[config.mk]
export PLATFORM = sky130hd
export DESIGN_NAME = gcd_mmio_regs
export DESIGN_NICKNAME = d
export VERILOG_FILES = /design/src/rtl/gcd_mmio_pkg.sv /design/src/rtl/gcd_sub_engine.sv /design/src/rtl/gcd_reg_decode.sv /design/src/rtl/gcd_mmio_regs.sv
export SDC_FILE = /design/constraint.sdc
export NUM_CORES = 1
export LEC_CHECK = 0
export BUFFER_PORTS_ARGS = -buffer_cell sky130_fd_sc_hd__buf_4
export CORE_ASPECT_RATIO = 0.7
export CORE_MARGIN = 5
export CORE_UTILIZATION = 56
export DETAILED_ROUTE_END_ITERATION = 6
export PLACE_DENSITY_LB_ADDON = 0.08
export RECOVER_POWER = 50
export SYNTH_ARGS = -nofsm -noshare
export SYNTH_HDL_FRONTEND = slang
export SYNTH_HIERARCHICAL = 1
export SYNTH_SLANG_ARGS = --single-unit
[constraint.sdc]
create_clock -name clk -period 3 [get_ports clk]
set_clock_uncertainty 0.1 [all_clocks]
set_input_delay 0.6 -clock clk [delete_from_list [all_inputs] [get_ports clk]]
set_output_delay 0.6 -clock clk [all_outputs]
set_load 0.03 [all_outputs]
[src/rtl/gcd_mmio_pkg.sv]
`timescale 1ns/1ps
package gcd_mmio_pkg;

  typedef enum logic [1:0] {
    ENG_IDLE = 2'd0,
    ENG_RUN  = 2'd1,
    ENG_HOLD = 2'd2
  } eng_state_t;

  localparam int OFS_STATUS = 'h0;
  localparam int OFS_OPA    = 'h4;
  localparam int OFS_OPB    = 'h8;
  localparam int OFS_RESULT = 'hC;

  localparam int STATUS_BITS = 2;

endpackage

[src/rtl/gcd_sub_engine.sv]
`timescale 1ns/1ps
module gcd_sub_engine
  import gcd_mmio_pkg::*;
#(
  parameter int DATA_W = 32
) (
  input  logic              clk,
  input  logic              rst,
  input  logic              in_valid,
  input  logic [DATA_W-1:0] in_a,
  input  logic [DATA_W-1:0] in_b,
  output logic              in_ready,
  output logic              out_valid,
  input  logic              out_ready,
  output logic [DATA_W-1:0] out_result
);

  localparam logic [DATA_W-1:0] ZERO = '0;

  eng_state_t        state;
  logic [DATA_W-1:0] x_q, y_q, res_q;
  logic              x_zero, y_zero, same, x_big;

  assign x_zero = (x_q == ZERO);
  assign y_zero = (y_q == ZERO);
  assign same   = (x_q == y_q);
  assign x_big  = (x_q > y_q);

  always_ff @(posedge clk) begin
    if (rst) begin
      state <= ENG_IDLE;
      x_q   <= ZERO;
      y_q   <= ZERO;
      res_q <= ZERO;
    end else begin
      case (state)
        ENG_IDLE: begin
          if (in_valid) begin
            x_q   <= in_a;
            y_q   <= in_b;
            state <= ENG_RUN;
          end
        end
        ENG_RUN: begin
          if (x_zero) begin
            res_q <= y_q;
            state <= ENG_HOLD;
          end else if (y_zero || same) begin
            res_q <= x_q;
            state <= ENG_HOLD;
          end else if (x_big) begin
            x_q <= x_q - y_q;
          end else begin
            y_q <= y_q - x_q;
          end
        end
        ENG_HOLD: begin
          if (out_ready) state <= ENG_IDLE;
        end
        default: state <= ENG_IDLE;
      endcase
    end
  end

  assign in_ready   = (state == ENG_IDLE);
  assign out_valid  = (state == ENG_HOLD);
  assign out_result = res_q;


  start_launch_chk: assert property (@(posedge clk) disable iff (rst)
    (in_valid && in_ready) |=> (!in_ready && !out_valid));


  zero_left_chk: assert property (@(posedge clk) disable iff (rst)
    (state == ENG_RUN && x_zero) |=> (out_valid && out_result == $past(y_q)));


  consume_release_chk: assert property (@(posedge clk) disable iff (rst)
    (out_valid && out_ready) |=> in_ready);


  busy_ignore_chk: assert property (@(posedge clk) disable iff (rst)
    (in_valid && !in_ready && !out_ready) |=> !in_ready);


  result_hold_chk: assert property (@(posedge clk) disable iff (rst)
    (out_valid && !out_ready) |=> (out_valid && $stable(out_result)));

endmodule

[src/rtl/gcd_reg_decode.sv]
`timescale 1ns/1ps
module gcd_reg_decode
  import gcd_mmio_pkg::*;
#(
  parameter int DATA_W = 32,
  parameter int ADDR_W = 4
) (
  input  logic              clk,
  input  logic              rst,
  input  logic              wr_en,
  input  logic              rd_en,
  input  logic [ADDR_W-1:0] addr,
  input  logic [DATA_W-1:0] wdata,
  output logic [DATA_W-1:0] rdata,
  output logic              eng_in_valid,
  output logic [DATA_W-1:0] eng_in_a,
  output logic [DATA_W-1:0] eng_in_b,
  input  logic              eng_in_ready,
  input  logic              eng_out_valid,
  output logic              eng_out_ready,
  input  logic [DATA_W-1:0] eng_result
);

  localparam logic [ADDR_W-1:0] A_STATUS = ADDR_W'(OFS_STATUS);
  localparam logic [ADDR_W-1:0] A_OPA    = ADDR_W'(OFS_OPA);
  localparam logic [ADDR_W-1:0] A_OPB    = ADDR_W'(OFS_OPB);
  localparam logic [ADDR_W-1:0] A_RESULT = ADDR_W'(OFS_RESULT);
  localparam int               PAD_W    = DATA_W - STATUS_BITS;

  logic [DATA_W-1:0] opa_q;
  logic [DATA_W-1:0] status_word;
  logic [DATA_W-1:0] read_mux;

  assign status_word = {{PAD_W{1'b0}}, eng_out_valid, eng_in_ready};

  always_ff @(posedge clk) begin
    if (rst) opa_q <= '0;
    else if (wr_en && addr == A_OPA) opa_q <= wdata;
  end

  assign eng_in_valid  = wr_en && (addr == A_OPB);
  assign eng_in_a      = opa_q;
  assign eng_in_b      = wdata;
  assign eng_out_ready = rd_en && (addr == A_RESULT) && eng_out_valid;

  always_comb begin
    read_mux = '0;
    if (addr == A_STATUS) read_mux = status_word;
    else if (addr == A_RESULT && eng_out_valid) read_mux = eng_result;
  end

  always_ff @(posedge clk) begin
    if (rst) rdata <= '0;
    else if (rd_en) rdata <= read_mux;
  end


  empty_read_zero_chk: assert property (@(posedge clk) disable iff (rst)
    (rd_en && addr == A_RESULT && !eng_out_valid) |=> (rdata == '0));


  wo_read_zero_chk: assert property (@(posedge clk) disable iff (rst)
    (rd_en && (addr == A_OPA || addr == A_OPB)) |=> (rdata == '0));


  status_shape_chk: assert property (@(posedge clk) disable iff (rst)
    (rd_en && addr == A_STATUS) |=> ($countones(rdata) <= 1 && rdata[DATA_W-1:STATUS_BITS] == '0));

endmodule

[src/rtl/gcd_mmio_regs.sv]
`timescale 1ns/1ps
module gcd_mmio_regs #(
  parameter int DATA_W = 32,
  parameter int ADDR_W = 4
) (
  input  logic              clk,
  input  logic              rst,
  input  logic              wr_en,
  input  logic              rd_en,
  input  logic [ADDR_W-1:0] addr,
  input  logic [DATA_W-1:0] wdata,
  output logic [DATA_W-1:0] rdata
);

  logic              in_valid, in_ready, out_valid, out_ready;
  logic [DATA_W-1:0] in_a, in_b, result;

  gcd_reg_decode #(.DATA_W(DATA_W), .ADDR_W(ADDR_W)) u_decode (
    .clk(clk), .rst(rst), .wr_en(wr_en), .rd_en(rd_en), .addr(addr),
    .wdata(wdata), .rdata(rdata),
    .eng_in_valid(in_valid), .eng_in_a(in_a), .eng_in_b(in_b),
    .eng_in_ready(in_ready), .eng_out_valid(out_valid),
    .eng_out_ready(out_ready), .eng_result(result)
  );

  gcd_sub_engine #(.DATA_W(DATA_W)) u_engine (
    .clk(clk), .rst(rst), .in_valid(in_valid), .in_a(in_a), .in_b(in_b),
    .in_ready(in_ready), .out_valid(out_valid), .out_ready(out_ready),
    .out_result(result)
  );

endmodule

======== Word-level counts from Yosys, hierarchy flattened ========
Index checks and enable logic that the tools add are counted.
word-level totals
  word-level logic and storage cells ...... 57
  flip-flop bits (word level) ............. 162
  output and inout bits ................... 32
operators by class
  $add $sub $neg .......................... 2
  mux-type cells .......................... 19
  order comparisons ....................... 1
  reduce and logical (&&, ||, !) cells .... 16
  equal/unequal tests ..................... 13
operators with widths
  cell                                                                   count
  32-bit 2-to-1 mux                                                      12
  32-bit case mux with 2 select lines                                    2
  32-bit zero test                                                       2
  32-bit subtractor                                                      2
  32-bit equality test                                                   1
  32-bit > comparator                                                    1
  2-bit != test, second input constant                                   5
  5-bit AND reduction                                                    2
  4-bit equality test, second input constant                             2
  2-bit 2-to-1 mux                                                       4
  2-bit case mux with 3 select lines                                     1
  1-bit logical AND                                                      5
  4-bit by 3-bit equality test with 1-bit output, second input constant  1
  4-bit zero test                                                        1
  2-bit nonzero test                                                     2
  3-bit by 1-bit != test with 1-bit output, second input constant        1
  3-bit AND reduction                                                    1
  2-bit by 1-bit equality test with 1-bit output, second input constant  1
  2-bit equality test, second input constant                             1
  2-bit zero test                                                        1
  2-bit by 1-bit != test with 1-bit output, second input constant        1
  2-bit AND reduction                                                    1
  1-bit logical OR                                                       1

======== Logic depth before layout (Yosys ltp) ========
  word-level depth ........................ 5
  depth in mapped cells ................... 13
  depth with buffers taken out ............ 11

======== Cells and area by module ========
Netlist, hierarchy kept.
by module, submodules not included
  module          seq. area each (um^2)  cells each  instances  area each (um^2)
  gcd_sub_engine  1961.9                 1111        1          8196.6
  gcd_reg_decode  1281.2                 322         1          3066.7

======== Worst setup path after synthesis ========
No wires, ideal clock.
  path type ............................... register -> register
  from .................................... register u_engine.x_q[0]
  to ...................................... register u_engine.x_q[30]
  period minus slack after synthesis ...... 2852 ps
  path slack .............................. 148 ps
  setup time .............................. 79 ps
  arrival ................................. 2673 ps
  stages on the path, launching flop included .. 12
  path buffers ............................ 0
  cell sequence ........................... dfxtp_1 -> inv_1 -> ha_1 -> fa_1 -> nor2b_4 -> o31a_4 -> o22ai_4 -> o21a_1 -> o311a_4 -> or3_1 -> and3_1 -> a211oi_2
between the ends
  word-level cells in the longest chain between the ends .. 5
  elaborated cells between the ends (all ways) .. 13
  classes of those cells .................. add/sub (1); order compare (1); eq/ne (4); mux (4); reduce/logical (3)
ends and longest elaborated chain
  what                                 line                  source
  from (decl)                          gcd_sub_engine.sv:21  logic [DATA_W-1:0] x_q, y_q, res_q;
  from (signal assigned)               gcd_sub_engine.sv:39  x_q <= in_a;
  from (signal assigned)               gcd_sub_engine.sv:52  x_q <= x_q - y_q;
  32-bit subtractor                    gcd_sub_engine.sv:52
  32-bit 2-to-1 mux                    gcd_sub_engine.sv:51  end else if (x_big) begin
  32-bit 2-to-1 mux                    gcd_sub_engine.sv:48  end else if (y_zero || same) begin
  32-bit 2-to-1 mux                    gcd_sub_engine.sv:45  if (x_zero) begin
  32-bit case mux with 2 select lines  gcd_sub_engine.sv:36  case (state)
Several ways; a longest one is shown, not always the timed one. The select of a mux whose other input is x is not followed.
A chain may end at the register's enable or synchronous reset.

======== Worst setup path in the final report ========
  from .................................... register u_engine.x_q[23]
  to ...................................... register u_engine.y_q[22]
between the ends
  word-level cells in the longest chain between the ends .. 4
  elaborated cells between the ends (all ways) .. 8
  classes of those cells .................. order compare (1); eq/ne (4); reduce/logical (3)
ends and longest elaborated chain
  what                                                         line                  source
  branches (longest 3 deep; another with 32-bit > comparator)  -
  5-bit AND reduction (no line) *                              -
  to (signal assigned)                                         gcd_sub_engine.sv:40  y_q <= in_b;
  to (signal assigned)                                         gcd_sub_engine.sv:54  y_q <= y_q - x_q;
  to (decl)                                                    gcd_sub_engine.sv:21
Every way passes the cells marked *.

==> flow_summary.ini <==
[final_layout]
fin_area_um2 = 13230
final_cell_mix = buf_4, dfxtp_1, nor2_1, inv_1, a21oi_1
drive_gt1_frac = 0.1933
final_common_cell = buf_4
syn2layout_area_growth_pct = 17.47
diodes = 0
fin_nets = 1640
multi_input_area_um2 = 7033
seq_area_um2 = 3251
nFillCells = 1815

[drt]
vias = 10910
dr.pass1.iters = 6
drc_errors = 0
ant_nets = 0
wl_mm = 36.26
wl_per_cell_um = 19.95
vias_per_cell = 6.007
dr.first_iter.drc_count = 1066

[synthesis]
synthTopCellsByArea = dfxtp_1, ha_1, nand2b_1
synth_edf_count = 0
yosysWarnings = 6
synth_nets = 1538
seq_area_frac_synth = 0.2879
synth_seq_cells = 162
dominantRegCellSynth = dfxtp_1
synthArstFlopShare = 0
syn_area_um2 = 11260
yosysTopAreaCell = dfxtp_1
synth.avg_cell_area_um2 = 7.860
synth.distinct_cells = 77
syn_inst = 1433
synth_top_area_frac = 0.2879

[place]
placed_cell_area_um2 = 12460
place_congestion = 1.011
port_buffers = 71
hpwl_mm = 26.47

[sta]
finalHoldViolations = 0
tightest_slew_ns = 1.604
drv_slew = 72
tns_ns = 0
setup_viol = 0
layout_worst_path_cycle_share = 0.9852
finalCriticalPeriod_ns = 2.956
slew_headroom = -0.06940
fmax_mhz = 338.3

[worst_setup_path]
r2r-end = u_engine/y_q[22]
worst_ep_arrival_time_ns = 3.20
timing.rr.start = u_engine/x_q[23]
path_class = reg2reg
startpoint = u_engine/x_q[23]
reg2reg_slack_ns = 0.04
worst_setup_path_end_kind = flip-flop
crit_fanout = 6
startpoint_type = flip-flop
rr_worst_depth = 12
worstSetupEndpoint = u_engine/y_q[22]
crit_required_ns = 3.24

[floorplan]
rows = 43
ios = 72
die-height_um = 128.7
die_area_um2 = 23090
dieWidth_um = 179.5
start_util = 0.5689
core_area_um2 = 19800

[clock_tree]
cts_tree = built
htreeDepth = 4
numCtsBuffers = 17
cts_root_buffer = clkbuf_16
cts_num_sinks = 162
clk_latency_ns = 0.44
clk_path_buf_depth = 2
hold_buffers = 0
clk_pin_slew_ns = 0.07

[min_path]
hold_path_class = in2reg

[global_routing]
grt.total_usage = 0.2972
grt_max_degree = 93
antenna_found_initial = 0
grt_pass1_vias = 9915
grt_pass1_wl_mm = 54.94
grt_overflow = 0

[status]
failed_checks = capacitance limit, slew limit
status = finished with violations

[pwr]
total_power_mw = 7.047
p_leak_nw = 4.990
peakVddDrop_mv = 0.4271
powerDensity_nw_per_um2 = 532.6

[flow_run]
cap_violations = 2
-- synth_stat cells, types with 5 or more instances --
cell	n
dfxtp_1	162
nor2_1	148
a21oi_1	116
inv_1	115
nand2b_1	101
nand2_1	92
a211oi_1	64
ha_1	63
o21ai_0	49
clkbuf_1	43
buf_4	42
mux2i_1	38
buf_2	34
a311oi_1	32
o32ai_1	31
xnor2_1	29
a21o_1	24
nand4_1	23
nor4_1	19
nor3_1	17
xor2_1	14
o211ai_1	13
nand3_1	12
o21a_1	12
and3_1	11
buf_1	9
nor2b_1	8
buf_6	7
o21bai_1	7
o31ai_1	6
a221oi_1	5
o31a_1	5
-- metal layers --
metal  share of wire  up-vias  GRT usage
met5               0        -          0
met1            0.47     5183     0.4335
met3           0.087       62    0.07771
met2            0.41      429     0.4324
met4           0.027        0    0.08733
li1                -     5240          -
-- kinds of logic after synthesis --
| logic type | synth area share |
|---|---|
| DFF | 0.2879 |
| AOI/OAI and AO/OA | 0.2563 |
| adders and majority gates | 0.07354 |
| xor gates and xnor gates | 0.03344 |
| and+or+nand+nor | 0.2020 |
| buffers and inverters | 0.1111 |
| muxes | 0.03577 |
-- repair_timing --
action                                  4_1_cts  5_1_grt
gates resized for setup                       2       62
endpoints found under the setup margin        2       59
cloned                                        0        3
pin swaps                                     0       15
buffers inserted                              0        8
-- sequential cells by signal, indices dropped and copies added (netlist names) --
name	cells
u_engine/x_q	32
u_decode/eng_in_a	32
u_decode/rdata	32
u_engine/y_q	32
u_engine/out_result	32
u_engine/state	2
-- power by group --
group	internal (mW)	switching, mW	total [mW]
Combinational	1.14	1.57	2.72
Clock	1.11	0.967	2.08
Sequential	2.20	0.0474	2.25
-- critical path: stages, from the launching register on --
cell	delay, ns
dfxtp_1	0.32
buf_4	0.15
nor4_1	0.74
nand4_1	0.22
nor2_2	0.22
nor3_4	0.09
a22oi_2	0.18
buf_4	0.17
a21oi_4	0.04
buf_12	0.16
buf_4	0.14
buf_4	0.13
a311oi_2	0.21
-- worst min path at each step --
stage	cells past startpoint	endpoint	from	slack [ns]
2_1_floorplan	2	u_decode/eng_in_a[26]	u_decode/eng_in_a[26]	0.35
3_3_place_gp	2	u_decode/eng_in_a[29]	u_decode/eng_in_a[29]	0.36
3_5_place_dp	2	u_decode/eng_in_a[17]	u_decode/eng_in_a[17]	0.36
4_1_cts	3	u_decode/eng_in_a[1]	wdata[1]	0.32
5_1_grt	3	u_decode/eng_in_a[10]	wdata[10]	0.32
6_report	3	u_decode/eng_in_a[1]	wdata[1]	0.33
-- final cells by class --
class,count,share of cell area
clock buffer,19,0.03423
clock inverter,12,0.007281
inverter,115,0.03262
multi-input combinational,1019,0.5315
sequential,162,0.2457
tap,270,0.02553
timing repair buffer,220,0.1231
-- through the flow --
stage                     std cells  hold slack, ns  setup slack [ns]    util
after floorplan                1433          0.3455            0.1481       -
after global placement         1775          0.3600           0.07357  0.6295
after global routing           1817          0.3246         -0.004596  0.6683
final                          1817          0.3313           0.04429  0.6683
after CTS                      1806          0.3171          0.002733  0.6575
after detailed placement       1775          0.3620         0.0001870  0.6295
Power figures use the tool's default switching activity.
